<file path="src/rtl/fh_pkg.sv">
package fh_pkg;
  localparam int N_LINES      = 7;
  localparam int N_PAIRS      = 4;
  localparam int PAT_W        = 3;
  localparam int TOTAL_FAULTS = 3 * N_LINES + 2 * N_PAIRS;
  localparam int CNT_W        = $clog2(TOTAL_FAULTS + 1);

  typedef enum logic [2:0] {
    FT_NONE  = 3'd0,
    FT_SA0   = 3'd1,
    FT_SA1   = 3'd2,
    FT_BAND  = 3'd3,
    FT_BOR   = 3'd4,
    FT_SOPEN = 3'd5
  } faultType_e;

  typedef struct packed {
    logic             apply;
    logic             firstPat;
    logic             clrHold;
    logic [PAT_W-1:0] patIdx;
    logic [1:0]       nandIdx;
    logic [2:0]       fType;
    logic [2:0]       fSel;
  } strobe_t;
endpackage

</file>
<file path="src/rtl/fh_datapath.sv">
module fh_datapath
  import fh_pkg::*;
(
  input  logic    clk,
  input  logic    rst_n,
  input  strobe_t st,
  output logic    hit
);
  logic x1, x2, x3, a, b, goodF, goodY;
  logic isBr, brAnd;
  logic in0, in1, in2, in3, in4;
  logic f0, f1, f2, f3, f4, f5, f6;
  logic soHold, selVal;

  function automatic logic inj(input logic [2:0] idx, input logic drv,
                               input logic [2:0] ty, input logic [2:0] sel,
                               input logic hold, input logic first);
    logic r;
    r = drv;
    if (sel == idx) begin
      case (ty)
        FT_SA0:   r = 1'b0;
        FT_SA1:   r = 1'b1;
        FT_SOPEN: r = first ? drv : (drv & hold);
        default:  r = drv;
      endcase
    end
    return r;
  endfunction

  always_comb begin
    x1 = st.patIdx[2];
    x2 = st.patIdx[1];
    x3 = st.patIdx[0];
    a  = (st.nandIdx != 2'd0);
    b  = (st.nandIdx != 2'd1);
    goodF = (x1 & x2) | (x2 & x3);
    goodY = ~(a & b);

    isBr  = (st.fType == FT_BAND) || (st.fType == FT_BOR);
    brAnd = (st.fType == FT_BAND);
    in0 = x1; in1 = x2; in2 = x3; in3 = a; in4 = b;
    if (isBr) begin
      case (st.fSel)
        3'd0: begin in0 = brAnd ? (x1 & x2) : (x1 | x2); in1 = in0; end
        3'd1: begin in1 = brAnd ? (x2 & x3) : (x2 | x3); in2 = in1; end
        3'd2: begin in0 = brAnd ? (x1 & x3) : (x1 | x3); in2 = in0; end
        3'd3: begin in3 = brAnd ? (a & b) : (a | b); in4 = in3; end
        default: ;
      endcase
    end

    f0 = inj(3'd0, in0, st.fType, st.fSel, soHold, st.firstPat);
    f1 = inj(3'd1, in1, st.fType, st.fSel, soHold, st.firstPat);
    f2 = inj(3'd2, in2, st.fType, st.fSel, soHold, st.firstPat);
    f3 = inj(3'd3, (f0 & f1) | (f1 & f2), st.fType, st.fSel, soHold, st.firstPat);
    f4 = inj(3'd4, in3, st.fType, st.fSel, soHold, st.firstPat);
    f5 = inj(3'd5, in4, st.fType, st.fSel, soHold, st.firstPat);
    f6 = inj(3'd6, ~(f4 & f5), st.fType, st.fSel, soHold, st.firstPat);

    case (st.fSel)
      3'd0: selVal = f0;
      3'd1: selVal = f1;
      3'd2: selVal = f2;
      3'd3: selVal = f3;
      3'd4: selVal = f4;
      3'd5: selVal = f5;
      default: selVal = f6;
    endcase

    hit = st.apply && ((f3 != goodF) || (f6 != goodY)) &&
          !((st.fType == FT_SOPEN) && st.firstPat);
  end

  // Stuck-open memory: cleared on fault selection, then follows the faulty line.
  always_ff @(posedge clk or negedge rst_n) begin
    if (!rst_n)                                  soHold <= 1'b0;
    else if (st.clrHold)                         soHold <= 1'b0;
    else if (st.apply && st.fType == FT_SOPEN)   soHold <= selVal;
  end

  AST_SO_FIRST_QUIET: assert property (@(posedge clk) disable iff (!rst_n)
    (st.apply && st.firstPat && st.fType == FT_SOPEN) |-> (f3 == goodF && f6 == goodY));
  AST_NONE_QUIET: assert property (@(posedge clk) disable iff (!rst_n)
    (st.apply && st.fType == FT_NONE) |-> (f3 == goodF && f6 == goodY));
endmodule

</file>
<file path="src/rtl/fh_control.sv">
module fh_control
  import fh_pkg::*;
#(
  parameter int NUM_PAT = 8
) (
  input  logic             clk,
  input  logic             rst_n,
  input  logic             start,
  input  logic             sweep,
  input  logic [2:0]       faultSel,
  input  logic [2:0]       faultType,
  input  logic             hit,
  output strobe_t          st,
  output logic             busy,
  output logic             done,
  output logic             goNogo,
  output logic [CNT_W-1:0] detCount
);
  typedef enum logic {S_IDLE, S_RUN} state_e;
  state_e           state;
  logic [2:0]       curType, curSel, lastSel;
  logic [PAT_W-1:0] patIdx;
  logic [1:0]       nandIdx;
  logic             sweepMode, hitAcc, faultHit, lastPat, lastFault, advance, launch;

  always_comb begin
    lastSel   = (curType == FT_BAND || curType == FT_BOR) ? 3'(N_PAIRS - 1) : 3'(N_LINES - 1);
    lastFault = (curType == FT_SOPEN) && (curSel == lastSel);
    lastPat   = (patIdx == PAT_W'(NUM_PAT - 1));
    faultHit  = hitAcc | hit;
    launch    = (state == S_IDLE) && start;
    advance   = (state == S_RUN) && lastPat && sweepMode && !lastFault;
    busy      = (state == S_RUN);
    st.apply    = busy;
    st.firstPat = (patIdx == '0);
    st.clrHold  = launch || advance;
    st.patIdx   = patIdx;
    st.nandIdx  = nandIdx;
    st.fType    = curType;
    st.fSel     = curSel;
  end

  always_ff @(posedge clk or negedge rst_n) begin
    if (!rst_n) begin
      state <= S_IDLE; curType <= '0; curSel <= '0; patIdx <= '0; nandIdx <= '0;
      sweepMode <= 1'b0; hitAcc <= 1'b0; done <= 1'b0; goNogo <= 1'b0; detCount <= '0;
    end else begin
      done <= 1'b0;
      if (launch) begin
        state     <= S_RUN;
        sweepMode <= sweep;
        curType   <= sweep ? 3'(FT_SA0) : faultType;
        curSel    <= sweep ? 3'd0 : faultSel;
        patIdx    <= '0;
        nandIdx   <= '0;
        hitAcc    <= 1'b0;
        goNogo    <= 1'b0;
        detCount  <= '0;
      end else if (state == S_RUN) begin
        if (lastPat) begin
          if (faultHit) begin
            detCount <= detCount + 1'b1;
            goNogo   <= 1'b1;
          end
          patIdx  <= '0;
          nandIdx <= '0;
          hitAcc  <= 1'b0;
          if (advance) begin
            if (curSel == lastSel) begin
              curType <= curType + 3'd1;
              curSel  <= '0;
            end else begin
              curSel <= curSel + 3'd1;
            end
          end else begin
            state <= S_IDLE;
            done  <= 1'b1;
          end
        end else begin
          patIdx  <= patIdx + 1'b1;
          nandIdx <= (nandIdx == 2'd2) ? 2'd0 : nandIdx + 2'd1;
          hitAcc  <= faultHit;
        end
      end
    end
  end

  AST_DONE_PULSE: assert property (@(posedge clk) disable iff (!rst_n)
    done |=> !done);
  AST_DONE_IDLE: assert property (@(posedge clk) disable iff (!rst_n)
    done |-> !busy);
  AST_GO_MATCH: assert property (@(posedge clk) disable iff (!rst_n)
    done |-> (goNogo == (detCount != '0)));
  AST_COUNT_STEP: assert property (@(posedge clk) disable iff (!rst_n)
    busy |=> (detCount == $past(detCount) || detCount == $past(detCount) + 1'b1));
  AST_COUNT_MAX: assert property (@(posedge clk) disable iff (!rst_n)
    detCount <= CNT_W'(TOTAL_FAULTS));
  AST_START_IGNORED: assert property (@(posedge clk) disable iff (!rst_n)
    (busy && !sweepMode && start) |=> ($stable(curType) && $stable(curSel)));
endmodule

</file>
<file path="src/rtl/gate_fault_harness.sv">
module gate_fault_harness
  import fh_pkg::*;
#(
  parameter int NUM_PAT = 8
) (
  input  logic             clk,
  input  logic             rst_n,
  input  logic             start,
  input  logic             sweep,
  input  logic [2:0]       faultSel,
  input  logic [2:0]       faultType,
  output logic             busy,
  output logic             done,
  output logic             goNogo,
  output logic [CNT_W-1:0] detCount
);
  strobe_t st;
  logic    hit;

  fh_control #(.NUM_PAT(NUM_PAT)) u_ctrl (
    .clk(clk), .rst_n(rst_n), .start(start), .sweep(sweep),
    .faultSel(faultSel), .faultType(faultType), .hit(hit), .st(st),
    .busy(busy), .done(done), .goNogo(goNogo), .detCount(detCount)
  );

  fh_datapath u_dp (
    .clk(clk), .rst_n(rst_n), .st(st), .hit(hit)
  );

  initial begin
    AST_NUM_PAT_RANGE: assert (NUM_PAT >= 1 && NUM_PAT <= 8);
  end
endmodule

</file>
<file path="config.mk">
export PLATFORM = sky130hd
export DESIGN_NAME = gate_fault_harness
export DESIGN_NICKNAME = d
export VERILOG_FILES = /design/src/rtl/fh_pkg.sv /design/src/rtl/fh_datapath.sv /design/src/rtl/fh_control.sv /design/src/rtl/gate_fault_harness.sv
export SDC_FILE = /design/constraint.sdc
export NUM_CORES = 1
export LEC_CHECK = 0
export ABC_CLOCK_PERIOD_IN_PS = 8500
export BUFFER_PORTS_ARGS = -buffer_cell sky130_fd_sc_hd__buf_2
export CORE_ASPECT_RATIO = 0.8
export CORE_UTILIZATION = 35
export CTS_CLUSTER_DIAMETER = 200
export DETAILED_ROUTE_END_ITERATION = 10
export GPL_TIMING_DRIVEN = 1
export PLACE_DENSITY = 0.57
export SYNTH_ARGS = -nofsm -noshare
export SYNTH_HDL_FRONTEND = slang
export SYNTH_SLANG_ARGS = --single-unit
</file>
<file path="constraint.sdc">
create_clock -name clk -period 8.5 [get_ports clk]
set_clock_uncertainty 0.2 [all_clocks]
set_input_delay 1.7 -clock clk [delete_from_list [all_inputs] [get_ports clk]]
set_output_delay 1.7 -clock clk [all_outputs]
set_load 0.005 [all_outputs]
</file>
# Word level (Yosys, flattened, before mapping)
# Cells that the tools add are included.
# totals
register_bits,22
input_bits,10
out_inout_bits,8
word_cells,160
# op_classes
add_sub_neg,5
eq_ne,17
mux,77
n_bitwise,24
n_reduce_logical,26
# ops
operator,count
two-way mux 3 bit,16
two-way mux 1 bit,42
one-hot mux 1 bit (3 select lines),7
two-way mux 5 bit,4
"equality test 3 bit, second input constant",6
bitwise AND 1 bit,14
nonzero test 2 bit,7
"equality test 3 x 2 -> 1 bit, second input constant",4
"adder 3 x 1 -> 3 bit, second input constant",3
logical AND 1 bit,9
two-way mux 2 bit,4
bitwise OR 1 bit,7
"equality test 3 x 1 -> 1 bit, second input constant",2
logical NOT 3 bit,2
one-hot mux 1 bit (2 select lines),3
one-hot mux 1 bit (6 select lines),1
AND reduction 3 bit,2
"adder 5 x 1 -> 5 bit, second input constant",1
AND reduction 4 bit,1
equality test 3 bit,1
logical OR 1 bit,3
NOT 1 bit,3
"adder 2 x 1 -> 2 bit, second input constant",1
"equality test 2 bit, second input constant",1
other kinds (3),5

# Logic depth before layout (Yosys ltp)
# depth
word_depth,24
mapped_depth,13
ltp_nobuf,11

# Hierarchy
# From an unflattened synthesis, not the netlist that was laid out.
# unflattened
cells_unflattened,204
hier_area_um2,1701.6
# by_module_without_submodules
mod,instances,cells_per_inst,area_each_um2,seq_area_each_um2
fh_control,1,116,1134.8,525.5
fh_datapath,1,88,566.8,25.0

# Worst setup path after synthesis
# Ideal clock, no wire load.
# synth_timing
path_kind,input to register
start,input port start
end,register u_ctrl.curType[1]
setup_ns,0.130
arrival_time_ns,2.459
t_required_ns,8.170
path_slack_ns,5.710
stages,5
path_buffers,0
path_cell_list,nand2b_1 o21ai_1 nand2_1 a221oi_1 a21oi_1
# synth_via
elab_chain_len,3
word_cells_on_any_way,7
cone_classes,mux (1); reduce/logical (6)
# synth_lines
element,line_no,rtl
start: declaration,gate_fault_harness.sv:8,"input logic start,"
logical AND 1 bit *,fh_control.sv:31,launch = (state == S_IDLE) && start;
nonzero test 2 bit (no source line),n/a,
AND reduction 4 bit (no source line),n/a,
end signal: assignment,fh_control.sv:52,curType <= sweep ? 3'(FT_SA0) : faultType;
end signal: assignment,fh_control.sv:70,curType <= curType + 3'd1;
end: declaration,fh_control.sv:21,"logic [2:0] curType, curSel, lastSel;"
# Every way passes the cells marked *; elsewhere a longest branch is shown, timed or not.
# A chain may end at the register's enable or synchronous reset.

# Worst setup path in the final report
# layout_timing
start,register u_ctrl.curType[0]
end,register u_ctrl.detCount[4]
# layout_via
elab_chain_len,21
word_cells_on_any_way,63
cone_classes,eq/ne (7); mux (35); bitwise (13); reduce/logical (8)
# layout_lines
element,line_no,rtl
equality test 3 x 2 -> 1 bit,"fh_datapath.sv:40, fh_datapath.sv:41",
two-way mux 1 bit (on tied branches),n/a,
one-hot mux 1 bit (2 select lines) or two-way mux 1 bit (tied branches),fh_datapath.sv:44,case (st.fSel)
two-way mux 1 bit,fh_datapath.sv:43,if (isBr) begin
bitwise AND 1 bit,fh_datapath.sv:24,FT_SOPEN: r = first ? drv : (drv & hold);
two-way mux 1 bit,fh_datapath.sv:24,
one-hot mux 1 bit (3 select lines),fh_datapath.sv:21,case (ty)
two-way mux 1 bit,fh_datapath.sv:20,if (sel == idx) begin
[... 5 more ...],n/a,
two-way mux 1 bit,fh_datapath.sv:20,
!= test 1 bit,fh_datapath.sv:71,hit = st.apply && ((f3 != goodF) || (f6 != goodY)) &&
logical OR 1 bit,fh_datapath.sv:71,
logical AND 1 bit,fh_datapath.sv:71,
logical AND 1 bit *,fh_datapath.sv:71,
bitwise OR 1 bit *,fh_control.sv:30,faultHit = hitAcc | hit;
nonzero test 2 bit (no source line) *,n/a,
AND reduction 3 bit (no source line) *,n/a,
end signal: assignment,fh_control.sv:62,detCount <= detCount + 1'b1;
end: declaration,fh_control.sv:17,output logic [CNT_W-1:0] detCount
# Marked as above.

==> run metrics <==
status complete, no violations; ant diodes 0; share of post-route cells with drive strength above 1 roughly 15%; First DRT Iteration DRCs 117; crit start category flip-flop; final core utilization between 40% and 50%; Setup Buffers After CTS 0; fmax 313 MHz; kind of critical path flip-flop to flip-flop; final slew viol count 0; YS warnings 0; Synth Flop Type dfrtp_1; Setup violations, final 0; crit end category flip-flop; initial antenna violation count 0; clock slew at reported path FFs 0.08 ns; Post-synth EDFFs 0; vias per cell 5.50; Root Driver clkbuf_8; CP arrival 3.17 ns; Max VDD drop 0.000138 V; level count of the clock H-tree 1; R2R Setup Slk 5.31 ns; min-delay worst type flip-flop to flip-flop; die height 64.3 um; TNS Setup 0 ns; Final Hold Fails 0; DRC violations left 0; synth unique cells 52; worst endpoint required time 8.48 ns; Total Routing Usage GR 16.3%; Core Region 4620 sq um; critical hold path startpoint u_ctrl.goNogo$_DFFE_PN0P_; Area Overhead vs Synth 10.9%; I/O Buffers 17; Cell Pwr Density 400 nW/um^2; R2R cell count 11; worst hold endpoint u_ctrl.goNogo$_DFFE_PN0P_; Mapped Nets 228; drt pass-1 iters 4; Post-synth ARST share 100%; global route overflow 0; Synth Area per Inst between 8 and 9 sq um; hpwl dp around 3.0 mm; DIE AREA 5140 sq um; final period utilization a little under two fifths; RSZ-0062 raised after global routing no; Post-Syn Instances approximately 200; CTS resizes 0; crit-path max FO 12; number of hold buffers added after CTS 0; Rel. slew slack 51.0%; Layout Nets between 200 and 250; num ports 18; Leak slightly above 0.8 nW; final wirelength 3.75 mm; worst-path cell chain inv_1 -> ha_1 -> nor2b_1 -> a31oi_1 -> o21ai_1 -> a41oi_1 -> a211oi_1 -> o22ai_2 -> o21bai_2 -> o211ai_1 -> o31ai_1; worst hold stages 2; maximum number of pins on one net before global-route repair 23; max-cap violations 0; register area share after synthesis 32.4%; min Tclk post-route 3.19 ns; Final Wtd Congestion 0.844; CTS sink count 22; worst slew pin tran 0.734 ns; Netlist Area Pre-Place 1700 sq um; Worst R2R End u_ctrl.detCount[4]$_DFFE_PN0P_; CTS Buffer Depth 2; r2r startpoint u_ctrl.curType[0]$_DFFE_PN0P_; worst-skew pair later-pin latency approximately 0.26 ns; via count 1523; critical path's slowest cell nor2b_1; delay of the slowest cell on the worst path 0.62 ns; Starting Density 36.8%; ANT nets after route 0; global-route wire length before repair around 6.5 mm; CTS tree yes; Die Wd 79.9 um; Wirelength per Cell 13.5 um; row count 22; vias in the first global route 1407; flops & latches, synth 22; CTS buffer count 3
-- cell families (layout without fill, tap and decap cells) --
group                    count (synthesis)  in the layout  share of synthesized area (%)
buffers and inverters                   23             36                           6.03
multiplexers                             3              3                           2.35
adder cells (fa/ha/maj)                 16             16                           11.6
AND/OR/NAND/NOR                         68             68                           18.6
AO/OA/AOI/OAI                           72             72                           29.1
flip-flops                              22             22                           32.4
-- worst max path at each step --
stage                                       start                        endpoint  slack, ns  cells past startpoint
global route        u_ctrl.curType[0]$_DFFE_PN0P_  u_ctrl.detCount[2]$_DFFE_PN0P_       5.03                     11
global placement                            start   u_ctrl.curType[1]$_DFFE_PN0P_       5.13                      6
detailed placement                          start   u_ctrl.curType[1]$_DFFE_PN0P_       5.09                      6
floorplan                                   start   u_ctrl.curType[1]$_DFFE_PN0P_       5.71                      5
CTS                 u_ctrl.curType[0]$_DFFE_PN0P_  u_ctrl.detCount[4]$_DFFE_PN0P_       5.30                     11
finish              u_ctrl.curType[0]$_DFFE_PN0P_  u_ctrl.detCount[4]$_DFFE_PN0P_       5.31                     11
-- final cells by class --
cell class                 count  area [sq um]
multi-input combinational    159          1050
tap                           60          75.1
sequential                    22           551
inverter                      15          56.3
clock buffer                   3          41.3
fill                         483          2740
clock inverter                 1          30.0
timing repair buffer          17          85.1
-- report_power, final --
part | internal, mW | switching [mW] | leakage [nW]
registers | 0.153 | 0.0687 | 0.268
clock network | 0.0629 | 0.0329 | 0.0357
logic | 0.191 | 0.247 | 0.525
total | 0.406 | 0.348 | 0.828
-- worst max-delay path: cells and delay by family (launching register included) --
family / cells / cell delay, ns
adder cells (fa/ha/maj): 1 / 0.21
AND/OR/NAND/NOR: 1 / 0.62
flip-flops: 1 / 0.41
AO/OA/AOI/OAI: 8 / 1.54
buffers and inverters: 1 / 0.11
-- cells in the mapped netlist (all sizes together), types with 2 or more instances --
cell type,instances,share of area [%]
mux2,2,1.5
inv,15,3.3
a22oi,2,0.88
o22ai,2,1.1
nand3,6,1.8
buf,3,1.6
nand2b,4,1.5
a31oi,3,1.1
nand2,29,6.4
o21a,3,1.3
a21oi,8,2.4
o31ai,7,3.1
and2,3,1.1
o21bai,2,1.1
nand4,2,0.74
o311a,2,1.2
o211ai,4,2.1
dfrtp,22,32
nor2b,4,1.5
clkbuf,5,1.1
a31o,2,1.0
a21boi,2,0.88
o21ai,24,7.1
maj3,2,1.3
nor3,5,1.8
nor2,12,2.6
ha,14,10
-- per-stage QoR --
stage	total power, mW	worst slack [ns]	hold WS, ns	instances	cell area [sq um]
after floorplan	0.558	5.71	0.251	204	1700
after global placement	0.663	5.13	0.263	273	1810
after detailed placement	0.661	5.09	0.258	273	1810
after CTS	0.760	5.30	0.288	277	1890
after global routing	0.835	5.03	0.315	277	1890
final	0.755	5.31	0.284	277	1890
-- registers in the layout, indices dropped and copies added (netlist names) --
name / count
u_ctrl.hitAcc: 1
u_dp.soHold: 1
u_ctrl.goNogo: 1
u_ctrl.nandIdx: 2
u_ctrl.sweepMode: 1
u_ctrl.patIdx: 3
u_ctrl.done: 1
u_ctrl.detCount: 5
u_ctrl.busy: 1
u_ctrl.curSel: 3
u_ctrl.curType: 3
-- per-layer routing --
| layer | up-vias | wire length [um] | global-route usage [%] |
|---|---|---|---|
| li1 | 773 | - | - |
| met3 | 2 | 151 | 3.00 |
| met5 | - | 0 | 0 |
| met4 | 0 | 12 | 3.35 |
| met1 | 719 | 2000 | 24.1 |
| met2 | 29 | 1590 | 24.7 |
-- layout by cell type, fill, tap and decap left out, types with 2 or more instances in the layout --
master and count:
a21boi_0 2, inv_1 13, nor2_1 12, nor3_1 4
nand2_1 29, o21ai_0 19, buf_2 17, and2_1 3
o21ai_1 5, o21a_1 3, nand4_1 2, nand2b_1 4
o31ai_1 7, a22oi_1 2, o311a_1 2, nor2b_1 4
dfrtp_1 22, nand3_1 6, ha_1 14, a21oi_1 8
inv_2 2, clkbuf_8 3, o211ai_1 3, a31oi_1 3
(Power assumes the default switching activity.)
